<file path="src/rtl/rst_pkg.sv">
// Shared types for the reset controller: sequencer state and reset-cause code.
package rst_pkg;

    typedef enum logic [1:0] {
        ST_POR = 2'd0,
        ST_RUN = 2'd1,
        ST_WDT = 2'd2,
        ST_MAN = 2'd3
    } seq_st_t;

    typedef enum logic [1:0] {
        KIND_EXT = 2'b00,
        KIND_WDT = 2'b01,
        KIND_MAN = 2'b10
    } rst_kind_t;

endpackage

</file>
<file path="src/rtl/pin_sync.sv">
// Multi-bit, multi-stage synchronizer for asynchronous pin inputs.
// Assumes each bit is an independent level signal. The flops carry no reset,
// because the power-on pin itself passes through this chain.
module pin_sync #(
    parameter int WIDTH  = 2,
    parameter int STAGES = 2
) (
    input  logic             clk,
    input  logic [WIDTH-1:0] pin_in,
    output logic [WIDTH-1:0] pin_sync_out
);

    for (genvar b = 0; b < WIDTH; b++) begin : g_bit
        logic [STAGES-1:0] chain;

        // Shift the raw pin level through the flop chain.
        always_ff @(posedge clk) begin
            chain <= {chain[STAGES-2:0], pin_in[b]};
        end

        assign pin_sync_out[b] = chain[STAGES-1];
    end

endmodule

</file>
<file path="src/rtl/mrst_qual.sv">
// Qualifies the synchronized manual reset pin against a minimum low time.
// valid is high while the pin is low and has been low for at least the
// required number of cycles, the current cycle included. Assumes the pin
// input is already synchronized. Synchronous active-low reset.
module mrst_qual #(
    parameter int MIN_LOW = 20,
    parameter int CNT_W   = 16
) (
    input  logic             clk,
    input  logic             rst_n,
    input  logic             mrst_s,
    input  logic             standby,
    input  logic [CNT_W-1:0] settle_cnt,
    output logic             valid
);

    localparam logic [CNT_W-1:0] MIN_VAL = CNT_W'(MIN_LOW);

    logic [CNT_W-1:0] low_cnt;
    logic [CNT_W:0]   seen;
    logic [CNT_W-1:0] need;

    // Count consecutive low cycles, saturating at full scale.
    always_ff @(posedge clk) begin
        if (!rst_n || mrst_s) begin
            low_cnt <= '0;
        end else if (low_cnt != '1) begin
            low_cnt <= low_cnt + 1'b1;
        end
    end

    // Compare the low time, current cycle included, against the selected minimum.
    always_comb begin
        need  = standby ? settle_cnt : MIN_VAL;
        seen  = {1'b0, low_cnt} + 1'b1;
        valid = !mrst_s && (seen >= {1'b0, need});
    end

    // a request is never valid in the first low cycle when the minimum exceeds one.
    p_no_instant_valid_r6: assert property (@(posedge clk) disable iff (!rst_n)
        (!standby && $fell(mrst_s)) |-> !valid);

endmodule

</file>
<file path="src/rtl/rst_seq.sv">
// Reset sequencer: arbitrates the causes, drives the per-domain reset enables,
// keeps the watchdog flag and reports the reset type on release.
// Priority: power-on pin (synchronous reset) > watchdog > manual.
// Assumes mq_valid already contains the minimum-low-time qualification.
module rst_seq
    import rst_pkg::*;
#(
    parameter int WDT_HOLD = 8
) (
    input  logic      clk,
    input  logic      rst_n,
    input  logic      mrst_s,
    input  logic      mq_valid,
    input  logic      wdt_ovf,
    input  logic      wdt_por_en,
    input  logic      bus_busy,
    input  logic      flag_clr,
    output logic      wdt_flag,
    output logic      cpu_rst_n,
    output logic      periph_rst_n,
    output logic      port_rst_n,
    output logic      start,
    output rst_kind_t kind
);

    localparam int               HOLD_W    = (WDT_HOLD > 1) ? $clog2(WDT_HOLD) : 1;
    localparam logic [HOLD_W-1:0] HOLD_LAST = HOLD_W'(WDT_HOLD - 1);

    seq_st_t           st;
    logic [HOLD_W-1:0] hold;
    logic              wdt_take;

    // A watchdog overflow counts only when configured and not already in a power-on class reset.
    assign wdt_take = wdt_ovf && wdt_por_en && (st == ST_RUN || st == ST_MAN);

    // Main state, hold counter, start pulse and reset-type register.
    always_ff @(posedge clk) begin
        if (!rst_n) begin
            st    <= ST_POR;
            hold  <= '0;
            start <= 1'b0;
            kind  <= KIND_EXT;
        end else begin
            start <= 1'b0;
            case (st)
                ST_POR: begin
                    st    <= ST_RUN;
                    start <= 1'b1;
                    kind  <= KIND_EXT;
                end
                ST_RUN: begin
                    if (wdt_take) begin
                        st   <= ST_WDT;
                        hold <= '0;
                    end else if (mq_valid && !bus_busy) begin
                        st <= ST_MAN;
                    end
                end
                ST_MAN: begin
                    if (wdt_take) begin
                        st   <= ST_WDT;
                        hold <= '0;
                    end else if (mrst_s) begin
                        st    <= ST_RUN;
                        start <= 1'b1;
                        kind  <= KIND_MAN;
                    end
                end
                ST_WDT: begin
                    if (hold == HOLD_LAST) begin
                        st    <= ST_RUN;
                        start <= 1'b1;
                        kind  <= KIND_WDT;
                    end else begin
                        hold <= hold + 1'b1;
                    end
                end
                default: st <= ST_POR;
            endcase
        end
    end

    // Watchdog flag: set by a taken overflow, cleared by the strobe or the pin reset.
    always_ff @(posedge clk) begin
        if (!rst_n) begin
            wdt_flag <= 1'b0;
        end else if (wdt_take) begin
            wdt_flag <= 1'b1;
        end else if (flag_clr) begin
            wdt_flag <= 1'b0;
        end
    end

    // Per-domain reset enables decoded from the state.
    always_comb begin
        cpu_rst_n    = (st == ST_RUN);
        periph_rst_n = !(st == ST_POR || st == ST_WDT);
        port_rst_n   = (st != ST_POR);
    end

    // a watchdog reset resets core and peripherals but never the port registers.
    p_wdt_spares_port_r2: assert property (@(posedge clk) disable iff (!rst_n)
        wdt_take |=> (!cpu_rst_n && !periph_rst_n && port_rst_n));

    // an unconfigured overflow never starts a watchdog reset.
    p_wdt_off_r3: assert property (@(posedge clk) disable iff (!rst_n)
        (st == ST_RUN && wdt_ovf && !wdt_por_en) |=> periph_rst_n);

    // a taken overflow leaves the flag set.
    p_flag_set_r4: assert property (@(posedge clk) disable iff (!rst_n)
        wdt_take |=> wdt_flag);

    // a clear strobe without a new overflow empties the flag.
    p_flag_clr_r4: assert property (@(posedge clk) disable iff (!rst_n)
        (flag_clr && !wdt_take) |=> !wdt_flag);

    // no manual entry while the bus is busy.
    p_bus_hold_r8: assert property (@(posedge clk) disable iff (!rst_n)
        (st == ST_RUN && bus_busy) |=> (st != ST_MAN));

    // a manual reset touches the core only.
    p_man_core_only_r9: assert property (@(posedge clk) disable iff (!rst_n)
        (st == ST_MAN) |-> (!cpu_rst_n && periph_rst_n && port_rst_n));

    // single-cycle start pulse.
    p_start_single_r11: assert property (@(posedge clk) disable iff (!rst_n)
        start |=> !start);

    // the type code moves only with a start pulse.
    p_kind_stable_r11: assert property (@(posedge clk) disable iff (!rst_n)
        !start |-> $stable(kind));

    // an overflow during manual reset widens it to the peripherals.
    p_wdt_over_man_r12: assert property (@(posedge clk) disable iff (!rst_n)
        (st == ST_MAN && wdt_ovf && wdt_por_en) |=> !periph_rst_n);

endmodule

</file>
<file path="src/rtl/rst_cause_ctrl.sv">
// Top of the multi-source reset controller: synchronizes the two reset pins,
// qualifies the manual pin and sequences the per-domain resets.
// Assumes wdt_ovf, wdt_por_en, bus_busy, standby, settle_cnt and flag_clr are
// already synchronous to clk. The synchronized power-on pin is the internal reset.
module rst_cause_ctrl
    import rst_pkg::*;
#(
    parameter int MIN_LOW  = 20,
    parameter int CNT_W    = 16,
    parameter int WDT_HOLD = 8,
    parameter int SYNC_STG = 2
) (
    input  logic             clk,
    input  logic             por_pin_n,
    input  logic             mrst_pin_n,
    input  logic             wdt_ovf,
    input  logic             wdt_por_en,
    input  logic             bus_busy,
    input  logic             standby,
    input  logic [CNT_W-1:0] settle_cnt,
    input  logic             flag_clr,
    output logic             wdt_flag,
    output logic             cpu_rst_n,
    output logic             periph_rst_n,
    output logic             port_rst_n,
    output logic             start,
    output logic [1:0]       rst_kind
);

    logic [1:0] pins_s;
    logic       por_s;
    logic       mrst_s;
    logic       mq_valid;
    rst_kind_t  kind;

    pin_sync #(
        .WIDTH  (2),
        .STAGES (SYNC_STG)
    ) u_sync (
        .clk          (clk),
        .pin_in       ({mrst_pin_n, por_pin_n}),
        .pin_sync_out (pins_s)
    );

    assign por_s  = pins_s[0];
    assign mrst_s = pins_s[1];

    mrst_qual #(
        .MIN_LOW (MIN_LOW),
        .CNT_W   (CNT_W)
    ) u_qual (
        .clk        (clk),
        .rst_n      (por_s),
        .mrst_s     (mrst_s),
        .standby    (standby),
        .settle_cnt (settle_cnt),
        .valid      (mq_valid)
    );

    rst_seq #(
        .WDT_HOLD (WDT_HOLD)
    ) u_seq (
        .clk          (clk),
        .rst_n        (por_s),
        .mrst_s       (mrst_s),
        .mq_valid     (mq_valid),
        .wdt_ovf      (wdt_ovf),
        .wdt_por_en   (wdt_por_en),
        .bus_busy     (bus_busy),
        .flag_clr     (flag_clr),
        .wdt_flag     (wdt_flag),
        .cpu_rst_n    (cpu_rst_n),
        .periph_rst_n (periph_rst_n),
        .port_rst_n   (port_rst_n),
        .start        (start),
        .kind         (kind)
    );

    assign rst_kind = kind;

    // the port domain is only ever reset together with the other two.
    p_port_with_all_r1: assert property (@(posedge clk) disable iff (!por_s)
        !port_rst_n |-> (!cpu_rst_n && !periph_rst_n));

endmodule

</file>
<file path="config.mk">
export PLATFORM = sky130hd
export DESIGN_NAME = rst_cause_ctrl
export DESIGN_NICKNAME = d
export VERILOG_FILES = /design/src/rtl/rst_pkg.sv /design/src/rtl/pin_sync.sv /design/src/rtl/mrst_qual.sv /design/src/rtl/rst_seq.sv /design/src/rtl/rst_cause_ctrl.sv
export SDC_FILE = /design/constraint.sdc
export NUM_CORES = 1
export LEC_CHECK = 0
export BUFFER_PORTS_ARGS = -buffer_cell sky130_fd_sc_hd__buf_2
export CAP_MARGIN = 40
export CORE_ASPECT_RATIO = 0.6
export CORE_UTILIZATION = 50
export DETAILED_ROUTE_END_ITERATION = 8
export PLACE_DENSITY = 0.81
export SLEW_MARGIN = 10
export SYNTH_ARGS = -nofsm -noshare
export SYNTH_HDL_FRONTEND = slang
export SYNTH_HIERARCHICAL = 1
export SYNTH_SLANG_ARGS = --single-unit
</file>
<file path="constraint.sdc">
create_clock -name clk -period 3.6 [get_ports clk]
set_clock_uncertainty 0.1 [all_clocks]
set_input_delay 0.18 -clock clk [delete_from_list [all_inputs] [get_ports clk]]
set_output_delay 0.18 -clock clk [all_outputs]
set_load 0.05 [all_outputs]
</file>
[Yosys cells after proc, flatten, opt, wreduce, memory -nomap -nowiden]
Index checks and enable logic that the tools add are counted.
Word-level totals
  flip-flop bits (word level): 29
  bits in latches: 0
  RAM bits: 0
  bits in read-only memories: 0
  input bits: 24
  output and inout bits: 7
  memories: 0
Cells by class
  $add $sub $neg: 3
  $mul: 0
  div/mod/pow operators: 0
  order comparisons: 1
  equality and inequality tests: 12
  shift operators: 0
  multiplexer cells: 19
  bitwise gates (word level): 0
  reduce and logical (&&, ||, !) cells: 20
Operators with widths (number)
  $add A16 B1 Y17 const B: 1
  $ge A17 B16 Y1: 1
  $add A16 B1 Y16 const B: 1
  $mux W16: 1
  $ne A16 B16 Y1 const B: 1
  $mux W2: 7
  $pmux W2 S4: 1
  $mux W3: 2
  $ne A2 B2 Y1 const B: 3
  $pmux W2 S3: 1
  $pmux W3 S2: 1
  $reduce_and A3 Y1: 2
  $reduce_bool A2 Y1: 3
  $mux W1: 5
  $eq A2 B2 Y1 const B: 2
  $logic_and A1 B1 Y1: 4
  $logic_not A1 Y1: 4
  $ne A2 B1 Y1 const B: 2
  $reduce_and A4 Y1: 1
  $add A3 B1 Y3 const B: 1
  $eq A3 B3 Y1 const B: 1
  $logic_or A1 B1 Y1: 3
  $ne A3 B1 Y1 const B: 1
  $ne A3 B2 Y1 const B: 1
  other kinds (5): 5

[Depth between registers and ports, before layout]
Gate-level depths: netlist of run 1.
  word-level depth: 7
  depth in mapped cells: 13
  gate-level depth less buffers: 13

[Modules after synthesis]
Netlist of run 1, hierarchy kept.
By module, submodules not included
  mrst_qual: times used 1, cells each 161, area an instance 1320.0 um^2, sequential area each 320.3 um^2
  rst_seq: times used 1, cells each 37, area an instance 394.1 um^2, sequential area each 180.2 um^2
  pin_sync: times used 1, cells each 6, area an instance 95.1 um^2, sequential area each 80.1 um^2

[Worst setup path before layout of run 1]
Ideal clock, no wire load.
  kind: register to register
  from: reg u_qual.low_cnt[0]
  to: reg u_seq.st[1]
  arrival time: 2.719 ns
  path slack: 0.685 ns
  stages on the path, launching flop included: 14
  path buffers: 0
  cell sequence: dfxtp_1 > ha_1 > nand4_1 > nor3_2 > nand3_1 > xnor2_1 > ha_1 > nand4_1 > nor3_1 > a221oi_1 > a41oi_1 > nand2b_1 > and3_1 > nor4b_1
On the way
  longest elaborated chain between the ends: 6
RTL lines
  from (decl): line mrst_qual.sv:19  | logic [CNT_W-1:0] low_cnt;
  from (signal assigned): line mrst_qual.sv:28  | low_cnt <= low_cnt + 1'b1;
  $add A16 B1 Y17: line mrst_qual.sv:35  | seen = {1'b0, low_cnt} + 1'b1;
  named net u_qual.seen[12]: line mrst_qual.sv:20  | logic [CNT_W:0] seen;
  $ge A17 B16 Y1: line mrst_qual.sv:36  | valid = !mrst_s && (seen >= {1'b0, need});
  $logic_and A1 B1 Y1: line mrst_qual.sv:36
  named net mq_valid: line rst_cause_ctrl.sv:33  | logic mq_valid;
  $logic_and A1 B1 Y1: line rst_seq.sv:55  | end else if (mq_valid && !bus_busy) begin
  $ne A3 B1 Y1 (no source line)
  $reduce_and A3 Y1 (no source line)
  to (signal assigned): line rst_seq.sv:53  | st <= ST_WDT;
  to (signal assigned): line rst_seq.sv:56  | st <= ST_MAN;
  to (signal assigned): line rst_seq.sv:61  | st <= ST_WDT;
  to (decl): line rst_seq.sv:29  | seq_st_t st;
The timed path passes the listed nets, and every way through them passes these cells.
A chain may end at the register's enable or synchronous reset.

[Worst setup path in the final report of run 1]
Same ends and word-level chain as after synthesis.

==> results of run 1 <==
per-layer routing:
layer | routed length (µm) | vias up | global-route usage (%) | share of wire (%)
li1 | - | 794 | - | -
met1 | 2230 | 754 | 35.8 | 51
met2 | 1750 | 47 | 34.0 | 40
met3 | 290 | 8 | 6.42 | 6.7
met4 | 62 | 0 | 10.9 | 1.4
met5 | 0 | - | 0 | 0
registers in the layout (all words and copies together) (netlist names):
name and cells:
u_sync/g_bit.chain 4, u_qual/low_cnt 16, u_seq/st 2, u_seq/wdt_flag 1
u_seq/hold 3, u_seq/start 1, u_seq/kind 2
how the worst min path moves through the flow:
stage                                            end  slack [ns]
finish                   u_seq/wdt_flag$_SDFFE_PN0P_        0.07
global route             u_seq/wdt_flag$_SDFFE_PN0P_        0.11
CTS                      u_seq/wdt_flag$_SDFFE_PN0P_        0.06
detailed placement  u_sync/g_bit[1].chain[0]$_DFF_P_        0.18
global placement    u_sync/g_bit[1].chain[0]$_DFF_P_        0.18
floorplan           u_sync/g_bit[0].chain[0]$_DFF_P_        0.11
cells in the mapped netlist, types with 3 or more instances:
| master | n | area [µm²] |
|---|---|---|
| sky130_fd_sc_hd__nand2_1 | 26 | 97.6 |
| sky130_fd_sc_hd__o21ba_2 | 5 | 50.1 |
| sky130_fd_sc_hd__o21ai_0 | 4 | 20.0 |
| sky130_fd_sc_hd__ha_1 | 19 | 238 |
| sky130_fd_sc_hd__dfxtp_1 | 29 | 581 |
| sky130_fd_sc_hd__nor3_2 | 3 | 30.0 |
| sky130_fd_sc_hd__inv_1 | 4 | 15.0 |
| sky130_fd_sc_hd__and4_1 | 3 | 26.3 |
| sky130_fd_sc_hd__clkbuf_1 | 6 | 22.5 |
| sky130_fd_sc_hd__nand2b_1 | 4 | 25.0 |
| sky130_fd_sc_hd__nor2b_1 | 4 | 25.0 |
| sky130_fd_sc_hd__xor2_1 | 5 | 43.8 |
| sky130_fd_sc_hd__a21oi_1 | 7 | 35.0 |
| sky130_fd_sc_hd__o21a_1 | 3 | 22.5 |
| sky130_fd_sc_hd__nor3_1 | 6 | 30.0 |
| sky130_fd_sc_hd__nand3_1 | 11 | 55.1 |
| sky130_fd_sc_hd__nor2_1 | 14 | 52.6 |
| sky130_fd_sc_hd__xnor2_1 | 10 | 87.6 |
| sky130_fd_sc_hd__nand4_1 | 5 | 31.3 |
report_power, final:
part | internal, mW | leakage [nW] | switching (mW)
clock network | 0.133 | 0.0439 | 0.134
registers | 0.330 | 0.236 | 0.00981
logic | 0.0349 | 0.653 | 0.0539
total | 0.498 | 0.933 | 0.198
stage by stage:
step | std cells | area, µm² | util (%)
after floorplan | 204 | 1810 | -
after global placement | 271 | 1980 | 58.9
after detailed placement | 272 | 1990 | 59.1
after CTS | 282 | 2090 | 62.2
after global routing | 282 | 2090 | 62.2
final | 282 | 2090 | 62.2
layout make-up:
cell class | count | area, µm² | area share (%)
Multi-Input combinational cell | 160 | 1160 | 55.3
Clock buffer | 5 | 68.8 | 3.29
Timing Repair Buffer | 36 | 198 | 9.44
Inverter | 4 | 15.0 | 0.717
Sequential cell | 29 | 581 | 27.7
Tap cell | 45 | 56.3 | 2.69
Clock inverter | 3 | 17.5 | 0.837
kinds of logic (layout without fill, tap and decap cells):
family | Yosys count | after routing | share of synthesized area (%)
AOI/OAI and AO/OA | 32 | 32 | 12.8
adders and majority gates | 19 | 19 | 13.1
and+or+nand+nor | 94 | 94 | 30.8
DFF | 29 | 29 | 32.1
buffers and inverters | 15 | 48 | 3.94
xor gates and xnor gates | 15 | 15 | 7.26
worst register-to-register path, delay by kind of cell (launching register included):
family	cells	cell delay [ns]
xor+xnor	1	0.15
flops	1	0.42
fa+ha+maj	2	0.57
compound gates	2	0.32
simple gates	8	1.53
==> summary.json, run 1 <==
{
  "die": {
    "floorplan.core_area_um2": 3360,
    "initial_utilization_pct": 53.8,
    "design.portCount": 31,
    "fp.dieH_um": 48.6,
    "dieArea_um2": 3870,
    "rows": 16,
    "die-width_um": 79.7
  },
  "critical_path": {
    "worst-r2r-cell-count": 13,
    "path_cells": "ha_1 > nand4_1 > nor3_2 > nand3_1 > xnor2_1 > ha_1 > nand4_1 > nor3_1 > a221oi_1 > a41oi_1 > nand2b_1 > and3_1 > nor4b_1",
    "largest_stage_delay_on_the_critical_path_ns": 0.42,
    "cp-endpoint": "u_seq/st[1]$_SDFFE_PN0P_",
    "worst_path_max_delay_cell": "sky130_fd_sc_hd__dfxtp_1",
    "setup.worst_path.class": "reg -> reg",
    "cp-start-kind": "flip-flop",
    "setup.reg_to_reg.worst_slack_ns": 0.42,
    "rr_startpoint": "u_qual/low_cnt[0]$_SDFFE_PP0P_",
    "cp-end-kind": "flip-flop",
    "worstPathMaxFanout": 5,
    "cp.arrival_ns": 3.27,
    "path_delay_family": "simple AND/OR/NAND/NOR gates",
    "startpoint": "u_qual/low_cnt[0]$_SDFFE_PP0P_",
    "worstSetupPathDepth": 13,
    "wp_buf_inv": 0,
    "worst_ep_required_ns": 3.69,
    "r2r_end": "u_seq/st[1]$_SDFFE_PN0P_"
  },
  "power_and_ir_drop": {
    "vdd_ir_drop_max_mv": 0.250,
    "power_density_nw_per_um2": 332,
    "report.power.total_mw": 0.696,
    "p_leak_nw": 0.933
  },
  "timing": {
    "fin_crit_sh_pct": 88.3,
    "setup_repair_after_global_routing_missed_its_margin": "no",
    "period_needed_ns": 3.18,
    "holdWs_ns": 0.0671,
    "drv_slew": 0,
    "tightest_slew_ns": 0.685,
    "relSlewSlack_pct": 54.3,
    "report.final.setup_viol": 0,
    "setup_ws_ns": 0.422,
    "finalHoldViolations": 0,
    "fmaxAchievable_ghz": 0.315,
    "totalNegativeSetupSlack_ns": 0
  },
  "synthesis": {
    "syn_area_um2": 1810,
    "synth_area_per_cell_um2": 8.87,
    "ys_async_sr_fraction_pct": 0,
    "number_of_distinct_library_cell_variants_in_the_gate_level_netlist_after_synthesis": 45,
    "synthesis.yosys.warnings": 6,
    "postSynthRegisterBits": 29,
    "synth.yosys.seq_area_share_pct": 32.1,
    "syn-num-nets": 247,
    "postSynth.topFlopCell": "sky130_fd_sc_hd__dfxtp_1",
    "synth_enable_flop_cells": 0,
    "synthesized_instance_count": 204
  },
  "finish": {
    "antennaDiodeCount": 0,
    "numnets_final": 279,
    "layout-area-overhead-vs-synth_pct": 15.7,
    "post_route_cells_drive_above_1_share_pct": 24.1,
    "fillers": 293,
    "layout.cells.most_common_list": "sky130_fd_sc_hd__buf_2 (31), sky130_fd_sc_hd__dfxtp_1 (29), sky130_fd_sc_hd__nand2_1 (26)",
    "layout_commonest_cell": "sky130_fd_sc_hd__buf_2"
  },
  "placed_design": {
    "pre_cts_ws_ns": 0.482,
    "weighted_congestion_at_the_end_of_routability_driven_global_placement": 0.948,
    "io_buffer_count": 30,
    "dp_hpwl_um": 3320
  },
  "clock_tree": {
    "clk_path_buf_depth": 2,
    "postCtsHoldBufs": 2,
    "clk_pin_slew_ns": 0.06,
    "cts_root_buffer": "sky130_fd_sc_hd__clkbuf_8",
    "numCtsBuffers": 5,
    "cts_setup_buffers": 0,
    "cts_sinks": 29,
    "clock_latency_ns": 0.29,
    "tritoncts": "built",
    "postCtsResizedCells": 0,
    "cts.htree.levels": 2
  },
  "job": {
    "drv_cap": 0
  },
  "route": {
    "initialDrtViolationCount": 77,
    "drt_pre_antenna_iters": 4,
    "detailroute.via_count": 1603,
    "route.final.wire_length_um": 4320,
    "drt.antenna.violating_nets": 0,
    "post_drt_via_cell_ratio": 5.68,
    "drc": 0,
    "routed_wire_length_per_instance_um": 15.3
  },
  "min_path": {
    "hp-start": "flag_clr",
    "min_delay_path_depth": 3,
    "hold_path_class": "in -> reg"
  },
  "global_routing": {
    "global_route_wire_length_before_repair_um": 7020,
    "gr-usage-all-layers_pct": 24.8,
    "number_of_global_route_vias_before_repair": 1504,
    "grt_overflow_total": 0,
    "number_of_antenna_violations_at_the_first_check_in_global_routing": 0,
    "grt_max_degree": 17
  },
  "status": {
    "run_status": "complete, no violations"
  }
}
No activity file was read; power rests on OpenSTA's default activity.
==> run 2, diff against run 1 <==
- PLACE_DENSITY: 0.81 -> 0.72
- SETUP_SLACK_MARGIN: not set -> 0.05
==> run 2 against run 1 <==
  * Register-to-register slack about the same
  * Flip-flop and latch count stayed put
  * Via count shrank 4.0%
  * Maximum frequency down 0.36%
  * Die area did not move
  * Utilization up 0.86 points
  * Final cell count fell by 0.35%
  * Non-clock buffer count down 1
==> summary.json, run 2 (synthesis gave the netlist of run 1 again) <==
{
  "clock_tree": {
    "numCtsBuffers": {"value": 5, "change": "unchanged"},
    "cts_setup_buffers": {"value": 0, "change": "unchanged"},
    "clk_pin_slew": {"value": 0.07, "unit": "ns", "change": "about the same"},
    "cts.htree.levels": {"value": 2, "change": "unchanged"},
    "tritoncts": "built",
    "clock_latency": {"value": 0.29, "unit": "ns", "change": "about the same"},
    "postCtsResizedCells": {"value": 0, "change": "unchanged"},
    "cts_root_buffer": "sky130_fd_sc_hd__clkbuf_8",
    "cts_sinks": {"value": 29, "change": "unchanged"},
    "clk_path_buf_depth": {"value": 2, "change": "unchanged"}
  },
  "route": {
    "post_drt_via_cell_ratio": {"value": 5.48, "change": "-3.7%"},
    "routed_wire_length_per_instance": {"value": 14.4, "unit": "µm", "change": "-6.3%"},
    "detailroute.via_count": {"value": 1539, "change": "-4.0%"},
    "initialDrtViolationCount": {"value": 117, "change": "+52%"},
    "drt_pre_antenna_iters": {"value": 4, "change": "unchanged"},
    "route.final.wire_length": {"value": 4040, "unit": "µm", "change": "-6.6%"},
    "drc": {"value": 0, "change": "unchanged"},
    "drt.antenna.violating_nets": {"value": 0, "change": "unchanged"}
  },
  "critical_path": {
    "worstPathMaxFanout": {"value": 5, "change": "unchanged"},
    "cp-start-kind": "flip-flop",
    "setup.worst_path.class": "reg -> reg",
    "worst_ep_required": {"value": 3.68, "unit": "ns", "change": "about the same"},
    "cp.arrival": {"value": 3.27, "unit": "ns", "change": "about the same"},
    "cp-end-kind": "flip-flop"
  },
  "global_routing": {
    "grt_max_degree": {"value": 17, "change": "unchanged"},
    "top_usage_layer": "met1",
    "grt.met3_usage": {"value": 6.98, "unit": "%", "change": "+0.57 points"},
    "gr-usage-all-layers": {"value": 23.2, "unit": "%", "change": "-1.6 points"},
    "grt_overflow_total": {"value": 0, "change": "unchanged"},
    "global_route_wire_length_before_repair": {"value": 6760, "unit": "µm", "change": "-3.7%"},
    "number_of_global_route_vias_before_repair": {"value": 1380, "change": "-8.2%"},
    "use_met2": {"value": 28.5, "unit": "%", "change": "-5.6 points"},
    "grt_use_met1": {"value": 36.7, "unit": "%", "change": "+0.84 points"},
    "number_of_antenna_violations_at_the_first_check_in_global_routing": {"value": 0, "change": "unchanged"}
  },
  "die": {
    "floorplan.core_area": {"value": 3360, "unit": "µm²", "change": "unchanged"},
    "design.portCount": {"value": 31, "change": "unchanged"},
    "fp.dieH": {"value": 48.6, "unit": "µm", "change": "unchanged"},
    "initial_utilization": {"value": 53.8, "unit": "%", "change": "unchanged"},
    "rows": {"value": 16, "change": "unchanged"},
    "dieArea": {"value": 3870, "unit": "µm²", "change": "unchanged"},
    "die-width": {"value": 79.7, "unit": "µm", "change": "unchanged"}
  },
  "timing": {
    "totalNegativeSetupSlack": {"value": 0, "unit": "ns", "change": "unchanged"},
    "fin_crit_sh": {"value": 88.6, "unit": "%", "change": "+0.32 points"},
    "tightest_slew": {"value": 0.679, "unit": "ns", "change": "-0.00565 ns"},
    "finalHoldViolations": {"value": 0, "change": "unchanged"},
    "drv_slew": {"value": 0, "change": "unchanged"},
    "relSlewSlack": {"value": 54.7, "unit": "%", "change": "+0.38 points"},
    "period_needed": {"value": 3.19, "unit": "ns", "change": "+0.0116 ns"},
    "setup_repair_after_global_routing_missed_its_margin": "no",
    "report.final.setup_viol": {"value": 0, "change": "unchanged"},
    "fmaxAchievable": {"value": 0.313, "unit": "GHz", "change": "-0.36%"}
  },
  "status": {
    "run_status": "complete, no violations"
  },
  "min_path": {
    "hold_path_class": "in -> reg"
  },
  "finish": {
    "largest_register_ff_count": {"value": 16, "change": "unchanged"},
    "post_route_cells_drive_above_1_share": {"value": 23.7, "unit": "%", "change": "-0.32 points"},
    "layout-area-overhead-vs-synth_pct": 17.3,
    "layout_commonest_cell": "sky130_fd_sc_hd__buf_2",
    "regMostFlops": "u_qual/low_cnt",
    "post-route-util": {"value": 63.1, "unit": "%", "change": "+0.86 points"},
    "antennaDiodeCount": {"value": 0, "change": "unchanged"},
    "instances_no_fill": {"value": 281, "change": "-0.35%"},
    "design_area": {"value": 2120, "unit": "µm²", "change": "+1.4%"},
    "largestRegisters": "u_qual/low_cnt (16), u_sync/g_bit.chain (4), u_seq/hold (3)",
    "layout.cells.most_common_list": "sky130_fd_sc_hd__buf_2 (30), sky130_fd_sc_hd__dfxtp_1 (29), sky130_fd_sc_hd__nand2_1 (26)",
    "numnets_final": {"value": 278, "change": "-0.36%"}
  },
  "job": {
    "drv_cap": {"value": 0, "change": "unchanged"}
  },
  "power_and_ir_drop": {
    "vdd_ir_drop_max": {"value": 0.340, "unit": "mV", "change": "+36%"},
    "p_leak": {"value": 0.941, "unit": "nW", "change": "+0.85%"},
    "power_density": {"value": 370, "unit": "nW/µm²", "change": "+11%"}
  },
  "placed_design": {
    "weighted_congestion_at_the_end_of_routability_driven_global_placement": {"value": 0.814, "change": "-14%"},
    "dp_hpwl": {"value": 3030, "unit": "µm", "change": "-8.6%"},
    "io_buffer_count": {"value": 30, "change": "unchanged"},
    "placed_cells": {"value": 271, "change": "-0.37%"},
    "placed_area": {"value": 1980, "unit": "µm²", "change": "-0.25%"}
  }
}
run 2: cell count changes in the layout (fill, tap and decap cells not counted):
| cell | delta |
|---|---|
| sky130_fd_sc_hd__bufinv_16 | +1 |
| sky130_fd_sc_hd__clkbuf_8 | +1 |
| sky130_fd_sc_hd__clkinv_2 | -2 |
| sky130_fd_sc_hd__buf_2 | -1 |
run 2: timing repair:
item / in CTS / in global routing
hold endpoints to repair: 2 / 0
hold buffers: 2 / 0
endpoints found under the setup margin: 0 / 0
run 2: through the flow:
step	power, mW	setup slack (ns)	hold slack (ns)
2_1_floorplan	0.405	0.685	0.108
3_3_place_gp	0.429	0.549	0.182
3_5_place_dp	0.431	0.449	0.184
4_1_cts	0.791	0.416	0.0540
5_1_grt	0.816	0.0924	0.0720
6_report	0.786	0.410	0.0628
run 2: critical path, cell delays in order (launching register included):
cell and delay [ns]:
sky130_fd_sc_hd__dfxtp_1 0.43, sky130_fd_sc_hd__ha_1 0.24, sky130_fd_sc_hd__nand4_1 0.27, sky130_fd_sc_hd__nor3_2 0.34
sky130_fd_sc_hd__nand3_1 0.14, sky130_fd_sc_hd__xnor2_1 0.15, sky130_fd_sc_hd__ha_1 0.32, sky130_fd_sc_hd__nand4_1 0.15
sky130_fd_sc_hd__nor3_1 0.19, sky130_fd_sc_hd__a221oi_1 0.10, sky130_fd_sc_hd__a41oi_1 0.20, sky130_fd_sc_hd__nand2b_1 0.07
sky130_fd_sc_hd__and3_1 0.17, sky130_fd_sc_hd__nor4b_1 0.23
run 2: where the power goes:
group          switching [mW]  internal [mW]
combinational          0.0528         0.0349
sequential            0.00890          0.330
clock                   0.135          0.225
total                   0.197          0.589
run 2: layout make-up:
class / instances / area, µm²
flip-flops and latches: 29 / 581
well taps: 45 / 56.3
repair buffers: 35 / 193
clock buffers: 6 / 82.6
clock inverters: 2 / 37.5
fillers: 277 / 1240
inverters: 4 / 15.0
multi-input cells: 160 / 1160
run 2: final timing paths:
path         depth (start not counted)  slack [ns]                                to                              from
min reg2reg                          0        0.23  u_sync/g_bit[1].chain[1]$_DFF_P_  u_sync/g_bit[1].chain[0]$_DFF_P_
min                                  3        0.06       u_seq/wdt_flag$_SDFFE_PN0P_                          flag_clr
max                                 13        0.41          u_seq/st[1]$_SDFFE_PN0P_    u_qual/low_cnt[0]$_SDFFE_PP0P_
max reg2reg                         13        0.41          u_seq/st[1]$_SDFFE_PN0P_    u_qual/low_cnt[0]$_SDFFE_PP0P_
run 2: per-layer routing:
| metal | vias up | share of wire (%) |
|---|---|---|
| met3 | 5 | 7.2 |
| met2 | 55 | 38 |
| met5 | - | 0 |
| li1 | 797 | - |
| met4 | 0 | 0.89 |
| met1 | 682 | 53 |
==> run 3, diff against run 2 <==
- ABC_AREA: not set -> 1
==> run 3 against run 2 <==
  * Synthesized cell count increased by 37%
  * Non-clock buffer count decreased by 3
  * Sequential power about the same
  * Power decreased by 9.2%
  * Highest routed layer is now met3
==> summary.json, run 3 <==
{
  "job": {
    "drv_cap": {"value": 0, "change": "unchanged"}
  },
  "die": {
    "rows": {"value": 16, "change": "unchanged"},
    "design.portCount": {"value": 31, "change": "unchanged"},
    "dieArea": {"value": 4090, "unit": "µm²", "change": "+5.6%"},
    "floorplan.core_area": {"value": 3440, "unit": "µm²", "change": "+2.4%"},
    "initial_utilization": {"value": 55.6, "unit": "%", "change": "+1.8 points"},
    "die-width": {"value": 81.9, "unit": "µm", "change": "+2.8%"},
    "fp.dieH": {"value": 49.9, "unit": "µm", "change": "+2.7%"}
  },
  "power_and_ir_drop": {
    "vdd_ir_drop_max": {"value": 0.205, "unit": "mV", "change": "-40%"},
    "power_density": {"value": 326, "unit": "nW/µm²", "change": "-12%"},
    "p_leak": {"value": 1.17, "unit": "nW", "change": "+25%"}
  },
  "clock_tree": {
    "clk_pin_slew": {"value": 0.07, "unit": "ns", "change": "about the same"},
    "cts_sinks": {"value": 29, "change": "unchanged"},
    "postCtsResizedCells": {"value": 0, "change": "unchanged"},
    "tritoncts": "built",
    "clock_latency": {"value": 0.28, "unit": "ns", "change": "about the same"},
    "cts.htree.levels": {"value": 2, "change": "unchanged"},
    "numCtsBuffers": {"value": 5, "change": "unchanged"},
    "cts_root_buffer": "sky130_fd_sc_hd__clkbuf_8",
    "clk_path_buf_depth": {"value": 2, "change": "unchanged"},
    "postCtsHoldBufs": {"value": 2, "change": "unchanged"},
    "cts_setup_buffers": {"value": 0, "change": "unchanged"}
  },
  "synthesis": {
    "synth.yosys.seq_area_share": {"value": 30.3, "unit": "%", "change": "-1.8 points"},
    "synth_cell_count_leaders": "sky130_fd_sc_hd__nand2_1 (71), sky130_fd_sc_hd__inv_1 (44), sky130_fd_sc_hd__dfxtp_1 (29), sky130_fd_sc_hd__nor2_1 (29), sky130_fd_sc_hd__ha_1 (19)",
    "synth_enable_flop_cells": {"value": 0, "change": "unchanged"},
    "postSynthRegisterBits": {"value": 29, "change": "unchanged"},
    "postSynth.topFlopCell": "sky130_fd_sc_hd__dfxtp_1",
    "syn-num-nets": {"value": 322, "change": "+30%"},
    "yosys.cell_count.top_type": "sky130_fd_sc_hd__nand2_1",
    "post-synth-top-area-cell": "sky130_fd_sc_hd__dfxtp_1",
    "synthesis.yosys.warnings": {"value": 6, "change": "unchanged"},
    "number_of_distinct_library_cell_variants_in_the_gate_level_netlist_after_synthesis": {"value": 27, "change": "-40%"},
    "synth_area_per_cell": {"value": 6.86, "unit": "µm²", "change": "-23%"},
    "ys_async_sr_fraction": {"value": 0, "unit": "%", "change": "unchanged"},
    "syn_area": {"value": 1910, "unit": "µm²", "change": "+5.8%"},
    "dominant_cells_by_area_after_synthesis": "sky130_fd_sc_hd__dfxtp_1 (30%), sky130_fd_sc_hd__nand2_1 (14%), sky130_fd_sc_hd__ha_1 (12%)",
    "synthesized_instance_count": {"value": 279, "change": "+37%"},
    "synth_top_cell_area_share": {"value": 30.3, "unit": "%", "change": "-1.8 points"}
  },
  "min_path": {
    "hp-start": "flag_clr",
    "hold_path_class": "in -> reg",
    "min_delay_path_depth": {"value": 4, "change": "+1"},
    "whs_endpoint": "u_seq/wdt_flag$_SDFFE_PN0P_"
  },
  "route": {
    "routed_wire_length_per_instance": {"value": 12.4, "unit": "µm", "change": "-14%"},
    "detailroute.via_count": {"value": 1776, "change": "+15%"},
    "initialDrtViolationCount": {"value": 186, "change": "+59%"},
    "route.final.wire_length": {"value": 4460, "unit": "µm", "change": "+10%"},
    "drt_pre_antenna_iters": {"value": 4, "change": "unchanged"},
    "post_drt_via_cell_ratio": {"value": 4.95, "change": "-9.7%"},
    "drt.antenna.violating_nets": {"value": 0, "change": "unchanged"},
    "drc": {"value": 0, "change": "unchanged"}
  },
  "finish": {
    "post_route_cells_drive_above_1_share": {"value": 19.4, "unit": "%", "change": "-4.3 points"},
    "layout.area.seq": {"value": 581, "unit": "µm²", "change": "unchanged"},
    "regMostFlops": "u_qual/low_cnt",
    "post-route-util": {"value": 63.7, "unit": "%", "change": "+0.60 points"},
    "layout-area-overhead-vs-synth_pct": 14.6,
    "area_of_the_multi_input_gates": {"value": 1120, "unit": "µm²", "change": "-2.9%"},
    "antennaDiodeCount": {"value": 0, "change": "unchanged"},
    "layout.cells.most_common_list": "sky130_fd_sc_hd__nand2_1 (71), sky130_fd_sc_hd__inv_1 (44), sky130_fd_sc_hd__buf_2 (30)",
    "largestRegisters": "u_qual/low_cnt (16), u_sync/g_bit.chain (4), u_seq/hold (3)",
    "fillers": {"value": 326, "change": "+18%"},
    "largest_register_ff_count": {"value": 16, "change": "unchanged"},
    "numnets_final": {"value": 356, "change": "+28%"},
    "layout_commonest_cell": "sky130_fd_sc_hd__nand2_1"
  },
  "critical_path": {
    "worstPathMaxFanout": {"value": 5, "change": "unchanged"},
    "r2r_end": "u_seq/st[1]$_SDFFE_PN0P_",
    "cp-end-kind": "flip-flop",
    "rr_startpoint": "u_qual/low_cnt[0]$_SDFFE_PP0P_",
    "setup.worst_path.class": "reg -> reg",
    "worst-r2r-cell-count": {"value": 21, "change": "+8"},
    "setup.reg_to_reg.worst_slack": {"value": 0.82, "unit": "ns", "change": "+0.41 ns"},
    "cp-start-kind": "flip-flop",
    "worst_ep_required": {"value": 3.72, "unit": "ns", "change": "+0.04 ns"},
    "cp.arrival": {"value": 2.90, "unit": "ns", "change": "-0.37 ns"}
  },
  "timing": {
    "tightest_slew": {"value": 0.363, "unit": "ns", "change": "-0.316 ns"},
    "holdWs": {"value": 0.0493, "unit": "ns", "change": "-0.0135 ns"},
    "setup_repair_after_global_routing_missed_its_margin": "no",
    "totalNegativeSetupSlack": {"value": 0, "unit": "ns", "change": "unchanged"},
    "relSlewSlack": {"value": 75.7, "unit": "%", "change": "+21 points"},
    "report.final.setup_viol": {"value": 0, "change": "unchanged"},
    "fmaxAchievable": {"value": 0.360, "unit": "GHz", "change": "+15%"},
    "fin_crit_sh": {"value": 77.2, "unit": "%", "change": "-11 points"},
    "finalHoldViolations": {"value": 0, "change": "unchanged"},
    "drv_slew": {"value": 0, "change": "unchanged"},
    "period_needed": {"value": 2.78, "unit": "ns", "change": "-0.412 ns"}
  },
  "status": {
    "run_status": "complete, no violations"
  },
  "global_routing": {
    "grt_max_degree": {"value": 16, "change": "-1"},
    "gr-usage-all-layers": {"value": 24.7, "unit": "%", "change": "+1.6 points"},
    "number_of_global_route_vias_before_repair": {"value": 1493, "change": "+8.2%"},
    "grt_overflow_total": {"value": 0, "change": "unchanged"},
    "number_of_antenna_violations_at_the_first_check_in_global_routing": {"value": 0, "change": "unchanged"},
    "global_route_wire_length_before_repair": {"value": 7350, "unit": "µm", "change": "+8.7%"}
  },
  "placed_design": {
    "dp_hpwl": {"value": 3560, "unit": "µm", "change": "+17%"},
    "io_buffer_count": {"value": 30, "change": "unchanged"},
    "weighted_congestion_at_the_end_of_routability_driven_global_placement": {"value": 1.01, "change": "+24%"}
  }
}
==> run 3: cell types whose count changed in the layout (fill, tap and decap cells not counted), sizes merged, moves of 4 or more <==
cell    change
nor2       +25
inv        +43
nand2b      -4
nor3        -5
o21ba       -5
nand2      +51
nor2b       -4
o21ai       +6
a21oi       +9
xnor2      -10
==> run 3: worst max-delay path by stage <==
stage | endpoint | start | cells after the start | slack (ns)
4_1_cts | u_seq/st[1]$_SDFFE_PN0P_ | u_qual/low_cnt[0]$_SDFFE_PP0P_ | 21 | 0.87
2_1_floorplan | u_seq/st[1]$_SDFFE_PN0P_ | u_qual/low_cnt[0]$_SDFFE_PP0P_ | 21 | 1.22
5_1_grt | u_seq/st[1]$_SDFFE_PN0P_ | u_qual/low_cnt[0]$_SDFFE_PP0P_ | 21 | 0.57
3_3_place_gp | u_seq/st[1]$_SDFFE_PN0P_ | u_qual/low_cnt[0]$_SDFFE_PP0P_ | 21 | 0.93
6_report | u_seq/st[1]$_SDFFE_PN0P_ | u_qual/low_cnt[0]$_SDFFE_PP0P_ | 21 | 0.82
3_5_place_dp | u_seq/st[1]$_SDFFE_PN0P_ | u_qual/low_cnt[0]$_SDFFE_PP0P_ | 21 | 0.91
==> run 3: final cells by class <==
class                      instances  share of cell area, %
sequential                        29                   26.5
clock inverter                     3                  0.799
timing repair buffer              32                   7.76
clock buffer                       5                   3.14
multi-input combinational        198                   51.2
tap                               45                   2.57
inverter                          47                   8.04
==> run 3: cells by family after synthesis <==
family / share of synthesized area, %
AOI/OAI and AO/OA: 9.15
DFF: 30.3
and+or+nand+nor: 34.4
buffers and inverters: 11.0
adders and majority gates: 12.4
xor gates and xnor gates: 2.75
==> run 3: routing by layer <==
layer,track usage (%),wire [µm]
met3,6.48,397
met5,0,0
met1,43.2,2600
met4,7.02,0
met2,26.3,1460
==> run 3: where the power goes <==
| part | internal, mW | switching, mW | total (mW) |
|---|---|---|---|
| Combinational | 0.0378 | 0.0766 | 0.114 |
| Clock | 0.133 | 0.128 | 0.261 |
| Sequential | 0.331 | 0.00730 | 0.338 |
| Total | 0.502 | 0.212 | 0.714 |
==> run 3: through the flow <==
stage	std cells	power, mW	instance area, µm²	worst slack (ns)
after floorplan	279	0.425	1910	1.22
after global placement	349	0.456	2090	0.934
after detailed placement	349	0.457	2090	0.905
after CTS	359	0.720	2190	0.868
after global routing	359	0.753	2190	0.569
final	359	0.714	2190	0.822
==> run 3: critical path, stage by stage (launching register included) <==
cell and delay, ns:
sky130_fd_sc_hd__dfxtp_1 0.40, sky130_fd_sc_hd__ha_1 0.21, sky130_fd_sc_hd__nand2_1 0.13, sky130_fd_sc_hd__nor2_4 0.15, sky130_fd_sc_hd__inv_1 0.08, sky130_fd_sc_hd__nor2_2 0.14, sky130_fd_sc_hd__nand3_1 0.09, sky130_fd_sc_hd__nand2_1 0.06
sky130_fd_sc_hd__nand2_1 0.10, sky130_fd_sc_hd__ha_1 0.36, sky130_fd_sc_hd__nand2_1 0.07, sky130_fd_sc_hd__nor2_1 0.10, sky130_fd_sc_hd__nand4_1 0.10, sky130_fd_sc_hd__nand2_1 0.07, sky130_fd_sc_hd__nand2_1 0.05, sky130_fd_sc_hd__nand3_1 0.08
sky130_fd_sc_hd__nand2_1 0.05, sky130_fd_sc_hd__inv_1 0.04, sky130_fd_sc_hd__inv_1 0.03, sky130_fd_sc_hd__o211ai_1 0.16, sky130_fd_sc_hd__nand2_1 0.07, sky130_fd_sc_hd__nor2_1 0.07
